===== config.mk =====
export PLATFORM = sky130hd
export DESIGN_NAME = txst_pattern_gen
export DESIGN_NICKNAME = d
export VERILOG_FILES = /design/src/rtl/txst_pkg.sv /design/src/rtl/txst_rst_sync.sv /design/src/rtl/txst_cfg_latch.sv /design/src/rtl/txst_lfsr_core.sv /design/src/rtl/txst_pattern_gen.sv
export SDC_FILE = /design/constraint.sdc
export NUM_CORES = 1
export LEC_CHECK = 0
export BUFFER_PORTS_ARGS = -buffer_cell sky130_fd_sc_hd__buf_2
export CAP_MARGIN = 15
export CORE_MARGIN = 4
export CORE_UTILIZATION = 50
export CTS_BUF_LIST = sky130_fd_sc_hd__clkbuf_8
export CTS_CLUSTER_SIZE = 20
export DETAILED_ROUTE_END_ITERATION = 8
export GPL_ROUTABILITY_DRIVEN = 0
export PLACE_DENSITY = 0.8
export SYNTH_ARGS = -nofsm -noshare
export SYNTH_HDL_FRONTEND = slang
export SYNTH_SLANG_ARGS = --single-unit

===== constraint.sdc =====
create_clock -name clk -period 1.06 [get_ports clk]
set_clock_uncertainty 0.15 [all_clocks]
set_input_delay 0.053 -clock clk [delete_from_list [all_inputs] [get_ports clk]]
set_output_delay 0.053 -clock clk [all_outputs]
set_load 0.01 [all_outputs]

===== src/rtl/txst_pkg.sv =====
package txst_pkg;
  // Default channel geometry
  localparam int unsigned TXST_CHAR_W   = 10;
  localparam int unsigned TXST_TAP      = 5;
  localparam int unsigned TXST_SYNC_LEN = 2;
endpackage


===== src/rtl/txst_rst_sync.sv =====
module txst_rst_sync #(
  parameter int unsigned STAGES = 2
) (
  input  logic clk,
  input  logic rst_ni,
  output logic rst_no
);
  logic [STAGES-1:0] sync_q;
  logic [STAGES-1:0] sync_d;

  always_comb begin
    sync_d = {sync_q[STAGES-2:0], 1'b1};
  end

  always_ff @(posedge clk or negedge rst_ni) begin
    if (!rst_ni) sync_q <= '0;
    else         sync_q <= sync_d;
  end

  assign rst_no = sync_q[STAGES-1];
endmodule


===== src/rtl/txst_cfg_latch.sv =====
module txst_cfg_latch (
  input  logic clk,
  input  logic rst_n,
  input  logic wr_en,
  input  logic wr_val,
  output logic en_o
);
  logic en_q;
  logic en_d;

  always_comb begin
    en_d = en_q;
    if (wr_en) en_d = wr_val;
  end

  always_ff @(posedge clk or negedge rst_n) begin
    if (!rst_n) en_q <= 1'b0;
    else        en_q <= en_d;
  end

  assign en_o = en_q;
endmodule


===== src/rtl/txst_lfsr_core.sv =====
module txst_lfsr_core #(
  parameter int unsigned CHAR_W = 10,
  parameter int unsigned TAP    = 5,
  parameter logic [CHAR_W-2:0] SEED = 'd1
) (
  input  logic              clk,
  input  logic              rst_n,
  input  logic              ce,
  input  logic              st_en,
  input  logic [CHAR_W-1:0] usr_data,
  output logic [CHAR_W-1:0] char_o,
  output logic              act_o,
  output logic              at_seed_o
);
  localparam int unsigned LFSR_W = CHAR_W - 1;

  logic [CHAR_W-1:0] dreg_q, dreg_d;
  logic              act_q, act_d;
  logic [LFSR_W-1:0] state, nxt_state;
  logic              fb_cur, fb_nxt, fb_seed;

  always_comb begin
    state     = dreg_q[LFSR_W-1:0];
    fb_cur    = state[LFSR_W-1] ^ state[TAP-1];
    nxt_state = {state[LFSR_W-2:0], fb_cur};
    fb_nxt    = nxt_state[LFSR_W-1] ^ nxt_state[TAP-1];
    fb_seed   = SEED[LFSR_W-1] ^ SEED[TAP-1];
  end

  always_comb begin
    dreg_d = dreg_q;
    act_d  = act_q;
    if (ce) begin
      act_d = st_en;
      if (!st_en)      dreg_d = usr_data;
      else if (!act_q) dreg_d = {fb_seed, SEED};
      else             dreg_d = {fb_nxt, nxt_state};
    end
  end

  always_ff @(posedge clk or negedge rst_n) begin
    if (!rst_n) begin
      dreg_q <= '0;
      act_q  <= 1'b0;
    end else begin
      dreg_q <= dreg_d;
      act_q  <= act_d;
    end
  end

  assign char_o    = dreg_q;
  assign act_o     = act_q;
  assign at_seed_o = act_q && (state == SEED);
endmodule


===== src/rtl/txst_pattern_gen.sv =====
module txst_pattern_gen
  import txst_pkg::*;
#(
  parameter int unsigned CHAR_W   = TXST_CHAR_W,
  parameter int unsigned TAP      = TXST_TAP,
  parameter int unsigned SYNC_LEN = TXST_SYNC_LEN,
  parameter logic [CHAR_W-2:0] SEED = 'd1
) (
  input  logic              clk,
  input  logic              rst_n,
  input  logic              cfg_wr,
  input  logic              cfg_st_en,
  input  logic              chr_ce,
  input  logic [CHAR_W-1:0] usr_data,
  output logic [CHAR_W-1:0] tx_char,
  output logic              seq_start
);
  logic rst_sn;
  logic st_en;
  logic st_act;

  txst_rst_sync #(.STAGES(SYNC_LEN)) u_rst_sync (
    .clk    (clk),
    .rst_ni (rst_n),
    .rst_no (rst_sn)
  );

  txst_cfg_latch u_cfg (
    .clk    (clk),
    .rst_n  (rst_sn),
    .wr_en  (cfg_wr),
    .wr_val (cfg_st_en),
    .en_o   (st_en)
  );

  txst_lfsr_core #(.CHAR_W(CHAR_W), .TAP(TAP), .SEED(SEED)) u_core (
    .clk       (clk),
    .rst_n     (rst_sn),
    .ce        (chr_ce),
    .st_en     (st_en),
    .usr_data  (usr_data),
    .char_o    (tx_char),
    .act_o     (st_act),
    .at_seed_o (seq_start)
  );
endmodule


==> summary.log, run 1 <==
[run_status] run status stopped before the end
[run_status] stage where the flow stopped global routing
[run_status] first error [ERROR DPL-0038] Utilization greater than 100%, impossible to legalize
[logic_synthesis] synthesized netlist cell count 66
[logic_synthesis] Synth Flop Type dfrtp_1
[timing] last worst endpoint in the global-route repair_timing seq_start
[floorplan] starting density of the core 0.547
[global_routing] maximum number of pins on one net before global-route repair 13
[logic_synthesis] Post-Syn Area 738 um2
[floorplan] total I/O pin count 26
[placed_design] detailed placer's ending HPWL 1280 um
[floorplan] Core Rows 13
[clock_tree] maximum buffer depth of the clock tree 2
[clock_tree] Clock Sink Count 14
[clock_tree] CTS root buffer clkbuf_8
[floorplan] chip height 46.4 um
[logic_synthesis] mean post-synth cell area 11.2 um2
[placed_design] IO Port Bufs 25
[floorplan] Die Width 46.4 um
[logic_synthesis] Yosys warning count 0
[logic_synthesis] distinct cell type count of the synthesized netlist 22
[logic_synthesis] number of flops mapped to enable cells by yosys 0
[logic_synthesis] sequential-to-total area share from yosys stat 0.475
[logic_synthesis] share of flip-flops with an asynchronous set or reset after synthesis 1.00
[timing] Worst-path end type top-level output
[clock_tree] number of H-tree levels 1
[clock_tree] CTS buffer count 3
[logic_synthesis] net count after synthesis 81
[logic_synthesis] register bit count reported by yosys 14
-- kinds of logic after synthesis --
kind of cell,count (synthesis),share of synthesized area
multiplexers,2,0.0356
XOR/XNOR,2,0.0237
other,1,0.00508
buffers and inverters,5,0.0949
AO/OA/AOI/OAI,10,0.0966
flip-flops,14,0.475
AND/OR/NAND/NOR,32,0.270
-- metrics by stage --
step | cell area (um2) | setup WS (ns) | hold slack (ns) | std cells
after floorplan | 742 | -0.0778 | -0.393 | 66
after global placement | 913 | -0.0985 | -0.312 | 114
after CTS | 1300 | -0.403 | -0.0193 | 134
after detailed placement | 913 | -0.113 | -0.310 | 114
-- cells in the mapped netlist (2+ instances only) --
cell type	count	area, um2
a31oi_1	8	50.1
buf_12	2	40.0
buf_6	2	22.5
dfrtp_1	14	350
nand2b_2	7	61.3
nand3_1	8	40.0
nor2_1	9	33.8
nor4_1	2	12.5
-- what timing repair did --
item	CTS
hold buffers	13
pin swaps	14
setup endpoints to repair	20
resized for setup	35
endpoints found under the hold margin	13
buffers inserted	5
cloned	1
==> run 2: changes to the inputs <==
--- a/config.mk
+++ b/config.mk
@@ -7,13 +7,11 @@
 export LEC_CHECK = 0
 export BUFFER_PORTS_ARGS = -buffer_cell sky130_fd_sc_hd__buf_2
 export CAP_MARGIN = 15
-export CORE_MARGIN = 4
-export CORE_UTILIZATION = 50
-export CTS_BUF_LIST = sky130_fd_sc_hd__clkbuf_8
-export CTS_CLUSTER_SIZE = 20
+export CORE_AREA = 4 4 65 67
 export DETAILED_ROUTE_END_ITERATION = 8
+export DIE_AREA = 0 0 69 71
 export GPL_ROUTABILITY_DRIVEN = 0
-export PLACE_DENSITY = 0.8
+export PLACE_DENSITY_LB_ADDON = 0.15
 export SYNTH_ARGS = -nofsm -noshare
 export SYNTH_HDL_FRONTEND = slang
 export SYNTH_SLANG_ARGS = --single-unit
==> run 2 against run 1 <==
  * The flow now finishes, with violations (negative hold slack, negative setup slack)
  * Area after synthesis stayed put
  * Synthesized cell count did not move
==> summary.log, run 2 <==
[worst_setup_path] endpoint class of the critical path output pin
[clock_tree] TritonCTS clock tree yes
[logic_synthesis] most area-consuming cells after synthesis dfrtp_1 47%, nand2b_2 8.3%, a31oi_1 6.8%
[timing] minimum hold slack -0.00330 ns
[timing] unrepaired setup endpoints after global routing yes
[cells_and_area] Area growth, synth to finish 85.1%
[global_routing] Global Route met1 Usage 0.107
[clock_tree] CTS root buffer clkbuf_8
[power] ratio of total power to cell area 1320 nW/um2
[cells_and_area] commonest cells after routing, fill and taps aside 19 x buf_2, 18 x buf_6, 12 x dlygate4sd3_1
[logic_synthesis] ranking of synthesized cells by instance count 14 x dfrtp_1, 9 x nor2_1, 8 x a31oi_1, 8 x nand3_1, 7 x nand2b_2
[timing] final number of max-transition violations 0
[run_status] violated checks negative hold slack, negative setup slack
[global_routing] global-route met2 utilization 0.142
[cells_and_area] FILL cells 386
[clock_tree] insertion delay of the later-clocked pin in the worst-skew pair 0.24 ns
[run_status] run status complete, but fails checks
[route] Final Routed Wirelength 2030 um
[worst_setup_path] count of cells along the worst register-to-register path 3
[timing] time the final worst path needs with I/O delays and setup 1.43 ns
[cells_and_area] count of antenna diodes in the layout 0
[logic_synthesis] distinct cell type count of the synthesized netlist 22 [unchanged]
[timing] setup-violating endpoint count in the final report 18
[clock_tree] number of H-tree levels 1 [unchanged]
[timing] Max Clk Rate 0.698 GHz
[route] DRC Markers 0
[floorplan] Die Width 69 um [+49%]
[clock_tree] maximum buffer depth of the clock tree 2 [unchanged]
[route] number of vias in the routed layout 681
[logic_synthesis] Post-Syn Area 738 um2 [unchanged]
[global_routing] initial antenna violation count 0
[global_routing] global routing usage on met3 0.0284
[route] routed len/inst 12.1 um
[placed_design] IO Port Bufs 25 [unchanged]
[worst_setup_path] critical path arrival 1.23 ns
[timing] Final Hold Vio Count 1
[logic_synthesis] share of flip-flops with an asynchronous set or reset after synthesis 1.00 [unchanged]
[logic_synthesis] sequential-to-total area share from yosys stat 0.475 [unchanged]
[cells_and_area] most common cell after layout, fill and taps aside buf_2
[placed_design] Worst Setup Slack post-DPL -0.108 ns [+0.00464 ns]
[timing] final setup TNS -1.52 ns
[route] Detailed Routing Iterations Pass 1 4
[clock_tree] CTS buffer count 3 [unchanged]
[power] PnR Total Power 1.80 mW
[logic_synthesis] cell type with the largest total area after synthesis dfrtp_1
[route] post-DR vias/cell 4.05
[run] count of maximum capacitance violations 0
[worst_setup_path] worst path required time 0.86 ns
[logic_synthesis] cell with the most instances after synthesis dfrtp_1
[timing] Final period util 1.35
[logic_synthesis] register bit count reported by yosys 14 [unchanged]
[cells_and_area] Post-layout nets 136
[global_routing] most utilized layer in the global route result met2
[floorplan] die area 4900 um2
[worst_setup_path] startpoint-to-endpoint class of the critical path register to output pin
[global_routing] GRT overflow 0
[global_routing] first-pass GRT wire length 3460 um
[global_routing] total track usage 0.0898
[floorplan] Core Rows 22 [+9]
[cells_and_area] flip-flop count of the largest register after layout 10
[logic_synthesis] mean post-synth cell area 11.2 um2 [unchanged]
[route] Iteration-0 DRC Markers 33
[logic_synthesis] net count after synthesis 81 [unchanged]
[placed_design] number of instances in the placed design 146 [+28%]
[floorplan] total I/O pin count 26 [unchanged]
[power] worst IR drop on VDD 0.420 mV
[logic_synthesis] Yosys warning count 0 [unchanged]
[worst_setup_path] crit-path max FO 2
[placed_design] detailed placer's ending HPWL 1350 um [+5.5%]
[global_routing] number of global-route vias before repair 730
[floorplan] chip height 71 um [+53%]
[clock_tree] Clock Sink Count 14 [unchanged]
[cells_and_area] Non-Filler Instances 168
[logic_synthesis] top-area cell type share of the netlist area 0.475 [unchanged]
[logic_synthesis] Synth Flop Type dfrtp_1
[global_routing] maximum number of pins on one net before global-route repair 20
[hold_path] Worst Hold Class primary input to register
[timing] slack of the critical path -0.374 ns
[floorplan] core region area 3630 um2
[logic_synthesis] synthesized netlist cell count 66 [unchanged]
[clock_tree] Clk pin slew, worst setup/hold paths 0.06 ns
[floorplan] starting density of the core 0.203 [-0.344]
[route] post-route ant nets 0
[worst_setup_path] startpoint type of the worst setup path register
[logic_synthesis] number of flops mapped to enable cells by yosys 0 [unchanged]
[power] Leakage 0.620 nW
[cells_and_area] share of layout cells above drive strength 1 0.625
[hold_path] number of cells on the worst hold path 3
==> run 2: final timing paths <==
kind                                        end                 start  slack [ns]
hold / removal                 u_core.char_o[0]           usr_data[0]      -0.003
max in group asynchronous  u_rst_sync.sync_q[1]                 rst_n        0.14
hold reg to reg                u_core.char_o[5]  u_rst_sync.sync_q[1]        0.01
setup / recovery                      seq_start      u_core.char_o[6]       -0.37
min in group asynchronous      u_core.char_o[5]  u_rst_sync.sync_q[1]        0.01
setup reg to reg               u_core.char_o[9]      u_core.char_o[7]       -0.21
==> run 2: critical path, stage by stage, from the launching register on <==
cell and delay, ns:
dfrtp_1 0.39, nor4_1 0.25, and4_1 0.22, buf_2 0.13
==> run 2: final cells by class <==
type / count / area (um2) / area share
tap: 48 / 60.1 / 0.0440
clock buffer: 4 / 45.0 / 0.0330
sequential: 14 / 355 / 0.260
timing repair buffer: 55 / 475 / 0.348
multi-input combinational: 47 / 430 / 0.315
==> run 2: metrics by stage <==
step,instance area (um2),util,hold slack (ns)
6_report,1370,0.376,-0.00330
5_1_grt,1370,0.376,0.0000464
4_1_cts,1320,0.362,0.000144
2_1_floorplan,742,-,-0.393
3_3_place_gp,960,0.264,-0.313
3_5_place_dp,960,0.264,-0.310
==> run 2: kinds of logic (layout without fill, tap and decap cells) <==
kind of cell           Yosys count  count (layout)  share of synthesized area
AND/OR/NAND/NOR                 32              32                      0.270
flip-flops                      14              14                      0.475
AO/OA/AOI/OAI                   10              10                     0.0966
buffers and inverters            5              59                     0.0949
XOR/XNOR                         2               2                     0.0237
multiplexers                     2               2                     0.0356
other                            1               1                    0.00508
==> run 2: layer usage <==
metal  wire [um]  part of all wire  vias to the layer above
met2         909              0.45                       20
met4          36             0.018                        0
met5           0                 0                        -
li1            -                 -                      339
met3         117             0.058                        2
met1         965              0.48                      320
==> run 2: power breakdown <==
part | switching [mW] | leakage (nW) | internal [mW]
clock | 0.185 | 0.0228 | 0.266
combinational | 0.271 | 0.438 | 0.408
sequential | 0.0651 | 0.159 | 0.609
total | 0.521 | 0.620 | 1.28
==> run 2: what timing repair did <==
action	CTS	global route
buffers inserted	4	6
hold buffers	12	0
endpoints found under the setup margin	18	19
hold endpoints to repair	11	0
gates cloned	1	0
gates resized for setup	34	11
pin swaps	11	5
(Power assumes the default switching activity.)
==> run 3: changes to the inputs <==
--- a/config.mk
+++ b/config.mk
@@ -12,6 +12,7 @@
 export DIE_AREA = 0 0 69 71
 export GPL_ROUTABILITY_DRIVEN = 0
 export PLACE_DENSITY_LB_ADDON = 0.15
+export RECOVER_POWER = 25
 export SYNTH_ARGS = -nofsm -noshare
 export SYNTH_HDL_FRONTEND = slang
 export SYNTH_SLANG_ARGS = --single-unit
==> run 3 against run 2 <==
  * The run still ends with negative hold slack, negative setup slack left
  * Flip-flop and latch count unchanged
  * Die area unchanged
  * Hold slack unchanged
  * Sequential power about the same
  * Critical path depth unchanged
  * Setup slack unchanged
  * Critical endpoint unchanged
  * Non-clock buffer count unchanged
  * Utilization decreased by 0.069 points
  * Combinational power about the same
  * Register-to-register slack about the same
==> summary.log, run 3 (same netlist as run 2, synthesis figures left out) <==
[floorplan] die area 4900 um2 [unchanged]
[cells_and_area] area of combinational cells with multiple inputs 430 um2 [unchanged]
[floorplan] Core Rows 22 [unchanged]
[timing] minimum hold slack -0.00330 ns [unchanged]
[global_routing] initial antenna violation count 0 [unchanged]
[timing] slack of the critical path -0.374 ns [unchanged]
[worst_setup_path] endpoint class of the critical path output pin
[hold_path] Worst Hold Class primary input to register
[floorplan] core region area 3630 um2 [unchanged]
[floorplan] starting density of the core 0.203 [unchanged]
[worst_setup_path] worst path required time 0.86 ns [about the same]
[placed_design] IO Port Bufs 25 [unchanged]
[route] routed len/inst 12.1 um [about the same]
[timing] Max Clk Rate 0.698 GHz [unchanged]
[clock_tree] Clock Sink Count 14 [unchanged]
[route] post-route ant nets 0 [unchanged]
[cells_and_area] Area growth, synth to finish 84.7%
[route] Final Routed Wirelength 2030 um [about the same]
[placed_design] detailed placer's ending HPWL 1350 um [unchanged]
[global_routing] GRT overflow 0 [unchanged]
[cells_and_area] Sequential Area 355 um2 [unchanged]
[power] ratio of total power to cell area 1320 nW/um2 [+0.10%]
[clock_tree] CTS buffer count 3 [unchanged]
[floorplan] chip height 71 um [unchanged]
[route] Iteration-0 DRC Markers 33 [unchanged]
[power] worst IR drop on VDD 0.420 mV [about the same]
[cells_and_area] FILL cells 387 [+0.26%]
[power] Leakage 0.619 nW [-0.11%]
[floorplan] total I/O pin count 26 [unchanged]
[clock_tree] TritonCTS clock tree yes
[global_routing] first-pass GRT wire length 3460 um [unchanged]
[clock_tree] insertion delay of the later-clocked pin in the worst-skew pair 0.24 ns [about the same]
[cells_and_area] post-layout util 0.375 [-0.000689]
[clock_tree] maximum buffer depth of the clock tree 2 [unchanged]
[worst_setup_path] critical path arrival 1.23 ns [about the same]
[timing] Final period util 1.35 [unchanged]
[worst_setup_path] startpoint type of the worst setup path register
[cells_and_area] count of antenna diodes in the layout 0 [unchanged]
[timing] unrepaired setup endpoints after global routing yes
[cells_and_area] share of layout cells above drive strength 1 0.625 [unchanged]
[global_routing] number of global-route vias before repair 730 [unchanged]
[worst_setup_path] startpoint-to-endpoint class of the critical path register to output pin
[global_routing] maximum number of pins on one net before global-route repair 20 [unchanged]
[cells_and_area] commonest cells after routing, fill and taps aside 19 x buf_2, 18 x buf_6, 12 x dlygate4sd3_1
[run] count of maximum capacitance violations 0 [unchanged]
[global_routing] total track usage 0.0898 [unchanged]
[clock_tree] Clk pin slew, worst setup/hold paths 0.06 ns [about the same]
[timing] time the final worst path needs with I/O delays and setup 1.43 ns [unchanged]
[cells_and_area] Post-layout nets 136 [unchanged]
[timing] setup-violating endpoint count in the final report 18 [unchanged]
[route] post-DR vias/cell 4.05 [unchanged]
[worst_setup_path] crit-path max FO 2 [unchanged]
[run_status] run status complete, but fails checks
[run_status] violated checks negative hold slack, negative setup slack
[clock_tree] CTS root buffer clkbuf_8
[cells_and_area] flip-flop count of the largest register after layout 10 [unchanged]
[cells_and_area] most common cell after layout, fill and taps aside buf_2
[route] Detailed Routing Iterations Pass 1 4 [unchanged]
[floorplan] Die Width 69 um [unchanged]
[route] DRC Markers 0 [unchanged]
[clock_tree] number of H-tree levels 1 [unchanged]
[route] number of vias in the routed layout 681 [unchanged]
[timing] Final Hold Vio Count 1 [unchanged]
[timing] final number of max-transition violations 0 [unchanged]
==> run 3: cell count changes in the layout (fill, tap and decap cells not counted) <==
cell / before / now
buf_4: 5 / 4
clkbuf_2: 0 / 1
==> run 3: per-stage QoR <==
stage	worst slack (ns)	instances	cell area [um2]	setup TNS [ns]	power [mW]
after floorplan	-0.0778	66	742	-0.255	0.918
after global placement	-0.124	146	960	-1.08	1.11
after detailed placement	-0.108	146	960	-1.05	1.11
after CTS	-0.384	166	1320	-1.48	1.78
after global routing	-0.489	168	1360	-2.26	1.91
final	-0.374	168	1360	-1.52	1.80
==> run 3: timing repair <==
item,4_1_cts,5_1_grt
hold buffers,12,0
setup buffers,4,6
hold endpoints to repair,11,0
gates cloned,1,0
pin swaps,11,5
resized for setup,34,11
setup endpoints to repair,18,19
==> run 3: routing by layer <==
metal,up-vias,GRT usage,part of all wire
li1,339,-,-
met1,320,0.107,0.48
met2,20,0.142,0.45
met3,2,0.0284,0.058
met4,0,0.0521,0.018
met5,-,0,0
==> run 3: worst max-delay path, cell delays in order, from the launching register on <==
cell and delay (ns):
dfrtp_1 0.39, nor4_1 0.25, and4_1 0.22, buf_2 0.13
==> run 3: power by group <==
part	leakage [nW]	internal [mW]	switching, mW	total, mW
registers	0.159	0.609	0.0651	0.674
logic	0.437	0.407	0.271	0.678
clock network	0.0228	0.266	0.185	0.450
==> run 3: path summary, 6_finish.rpt <==
check / slack, ns / depth (start not counted) / endpoint / start
min reg2reg: 0.06 / 1 / u_core.char_o[5] / u_rst_sync.sync_q[1]
min in group asynchronous: 0.06 / 1 / u_core.char_o[5] / u_rst_sync.sync_q[1]
max: -0.37 / 3 / seq_start / u_core.char_o[6]
max reg2reg: -0.21 / 3 / u_core.char_o[9] / u_core.char_o[7]
max in group asynchronous: 0.14 / 3 / u_rst_sync.sync_q[1] / rst_n
min: -0.003 / 3 / u_core.char_o[0] / usr_data[0]
==> run 3: area by class of cell <==
| cell class | instances | area share |
|---|---|---|
| clock buffers | 4 | 0.0330 |
| flip-flops and latches | 14 | 0.261 |
| multi-input cells | 47 | 0.316 |
| well taps | 48 | 0.0440 |
| repair buffers | 55 | 0.347 |
==> run 4: changes to the inputs <==
--- a/config.mk
+++ b/config.mk
@@ -5,11 +5,11 @@
 export SDC_FILE = /design/constraint.sdc
 export NUM_CORES = 1
 export LEC_CHECK = 0
-export BUFFER_PORTS_ARGS = -buffer_cell sky130_fd_sc_hd__buf_2
 export CAP_MARGIN = 15
 export CORE_AREA = 4 4 65 67
 export DETAILED_ROUTE_END_ITERATION = 8
 export DIE_AREA = 0 0 69 71
+export DONT_BUFFER_PORTS = 1
 export GPL_ROUTABILITY_DRIVEN = 0
 export PLACE_DENSITY_LB_ADDON = 0.15
 export RECOVER_POWER = 25
==> run 4 against run 3 <==
  * The flow still finishes with violations (negative hold slack, negative setup slack)
  * Utilization decreased by 7.4 points
  * Maximum frequency increased by 3.0%
  * Register-to-register slack about the same
  * Die area unchanged
  * First-iteration DRC count decreased by 52%
==> summary.log, run 4 (same netlist as run 2, synthesis figures left out) <==
[timing] final setup TNS -0.867 ns [+0.656 ns]
[route] post-route ant nets 0 [unchanged]
[floorplan] total I/O pin count 26 [unchanged]
[power] PnR Total Power 1.71 mW [-5.3%]
[timing] minimum hold slack -0.249 ns [-0.246 ns]
[route] routed len/inst 14.8 um [+23%]
[worst_setup_path] startpoint type of the worst setup path register
[cells_and_area] Post-layout nets 102 [-25%]
[worst_setup_path] crit path from u_core.char_o[6]
[global_routing] number of global-route vias before repair 577 [-21%]
[timing] Final Hold Vio Count 11 [+10]
[power] switching power summed over all nets 0.493 mW [-5.4%]
[cells_and_area] share of layout cells above drive strength 1 0.523 [-0.102]
[run] count of maximum capacitance violations 0 [unchanged]
[global_routing] total track usage 0.0847 [-0.00504]
[worst_setup_path] worst path required time 0.86 ns [about the same]
[clock_tree] number of H-tree levels 1 [unchanged]
[run_status] run status complete, but fails checks
[global_routing] GRT overflow 0 [unchanged]
[cells_and_area] flip-flop count of the largest register after layout 10 [unchanged]
[route] number of vias in the routed layout 571 [-16%]
[clock_tree] CTS buffer count 3 [unchanged]
[power] Sw Ratio 0.288 [-0.000449]
[floorplan] core region area 3630 um2 [unchanged]
[cells_and_area] Area growth, synth to finish 48.3%
[route] Iteration-0 DRC Markers 16 [-52%]
[route] Detailed Routing Iterations Pass 1 2 [-2]
[hold_path] Worst Hold Class primary input to register
[worst_setup_path] total number of cells along the worst setup path 2 [-1]
[timing] Final period util 1.31 [-0.0393]
[timing] slack of the critical path -0.332 ns [+0.0416 ns]
[floorplan] die area 4900 um2 [unchanged]
[power] Logic pwr share 0.276 [-0.100]
[floorplan] chip height 71 um [unchanged]
[clock_tree] insertion delay of the later-clocked pin in the worst-skew pair 0.25 ns [about the same]
[cells_and_area] count of antenna diodes in the layout 0 [unchanged]
[global_routing] first-pass GRT wire length 3220 um [-7.0%]
[worst_setup_path] CP endpoint seq_start
[timing] Max Clk Rate 0.718 GHz [+3.0%]
[power] Leakage 0.463 nW [-25%]
[floorplan] starting density of the core 0.203 [unchanged]
[timing] final number of max-transition violations 0 [unchanged]
[clock_tree] Clk pin slew, worst setup/hold paths 0.06 ns [about the same]
[route] post-DR vias/cell 4.26 [+5.1%]
[power] fraction of power consumed by sequential logic 0.405 [+0.031]
[cells_and_area] commonest cells after routing, fill and taps aside 9 x nor2_1, 9 x buf_6, 9 x dfrtp_1
[cells_and_area] FILL cells 401 [+3.6%]
[worst_setup_path] end of the worst register-to-register path u_core.char_o[9]
[worst_setup_path] register-to-register setup slack -0.20 ns [about the same]
[worst_setup_path] delay-heaviest family, CP simple AND/OR/NAND/NOR gates
[clock_tree] TritonCTS clock tree yes
[clock_tree] Clock Sink Count 14 [unchanged]
[power] ratio of total power to cell area 1560 nW/um2 [+18%]
[placed_design] IO Port Bufs 0 [-100%]
[timing] time the final worst path needs with I/O delays and setup 1.39 ns [-0.0416 ns]
[hold_path] number of cells on the worst hold path 1 [-2]
[power] Int Pwr 1.22 mW [-5.2%]
[clock_tree] CTS root buffer clkbuf_8
[worst_setup_path] count of cells along the worst register-to-register path 3 [unchanged]
[power] worst IR drop on VDD 0.408 mV [-3.0%]
[worst_setup_path] startpoint-to-endpoint class of the critical path register to output pin
[worst_setup_path] launch point of the worst reg-to-reg path u_core.char_o[3]
[run_status] violated checks negative hold slack, negative setup slack
[timing] unrepaired setup endpoints after global routing yes
[timing] setup-violating endpoint count in the final report 13 [-5]
[worst_setup_path] crit-path max FO 2 [unchanged]
[route] Final Routed Wirelength 1990 um [-2.1%]
[worst_setup_path] slowest cell on the critical path dfrtp_1
[worst_setup_path] total buffers and inverters traversed by the critical path 0 [-1]
[floorplan] Die Width 69 um [unchanged]
[clock_tree] maximum buffer depth of the clock tree 2 [unchanged]
[global_routing] initial antenna violation count 0 [unchanged]
[worst_setup_path] Crit path largest cell delay 0.40 ns [about the same]
[placed_design] detailed placer's ending HPWL 1380 um [+2.0%]
[worst_setup_path] endpoint class of the critical path output pin
[power] clock network fraction of total power 0.319 [+0.069]
[global_routing] maximum number of pins on one net before global-route repair 23 [+15%]
[floorplan] Core Rows 22 [unchanged]
[worst_setup_path] critical path arrival 1.19 ns [-0.04 ns]
[worst_setup_path] cell-by-cell trace of the critical path nor4_2 -> and4_4
[route] DRC Markers 0 [unchanged]
[run 4: cell count changes in the layout (fill, tap and decap cells not counted), sizes merged]
cell,change
buf,-27
dlygate4sd3,-7
[run 4: worst min path at each step]
stage | from | end | slack (ns)
after floorplan | rst_n | u_rst_sync.sync_q[0] | -0.39
after global placement | rst_n | u_rst_sync.sync_q[0] | -0.39
after detailed placement | rst_n | u_rst_sync.sync_q[0] | -0.39
after CTS | chr_ce | u_core.char_o[1] | -0.25
after global routing | chr_ce | u_core.char_o[1] | -0.26
final | chr_ce | u_core.char_o[1] | -0.25
[run 4: power by group through the flow]
stage	Sequential [mW]	Clock (mW)	Combinational, mW
2_1_floorplan	0.710	0	0.209
3_3_place_gp	0.674	0	0.370
3_5_place_dp	0.673	0	0.366
4_1_cts	0.676	0.550	0.428
5_1_grt	0.703	0.584	0.513
6_report	0.692	0.544	0.472
[run 4: area by class of cell]
class | count | area [um2] | area share
clock buffer | 4 | 55.1 | 0.0503
multi-input combinational | 47 | 422 | 0.385
sequential | 14 | 357 | 0.326
tap | 48 | 60.1 | 0.0549
timing repair buffer | 21 | 201 | 0.184
[run 4: what timing repair did]
item                                    CTS  global route
buffers inserted                          0             1
gates cloned                              1             0
hold endpoints to repair                 14            11
resized for setup                        16            14
pin swaps                                13             2
hold buffers                              4             1
endpoints found under the setup margin   13            15
[run 4: layer usage]
metal  track usage  share of wire  vias up  wire length (um)
li1              -              -      273                 -
met1         0.103           0.46      276               906
met2         0.121           0.45       20               888
met3        0.0398          0.082        2               163
met4        0.0521          0.014        0                27
met5             0              0        -                 0
[run 4: worst reg2reg max path, stage by stage, from the launching register on]
cell     delay, ns
dfrtp_2       0.45
buf_6         0.13
xor2_1        0.14
a211o_1       0.28
[run 4: stage by stage]
step	std cells	utilization	hold WS (ns)	setup slack (ns)	instance area, um2
finish	134	0.301	-0.249	-0.332	1090
global route	134	0.301	-0.260	-0.452	1090
CTS	132	0.279	-0.252	-0.369	1010
detailed placement	123	0.230	-0.393	-0.138	837
global placement	123	0.230	-0.393	-0.110	837
floorplan	66	-	-0.393	-0.0778	742
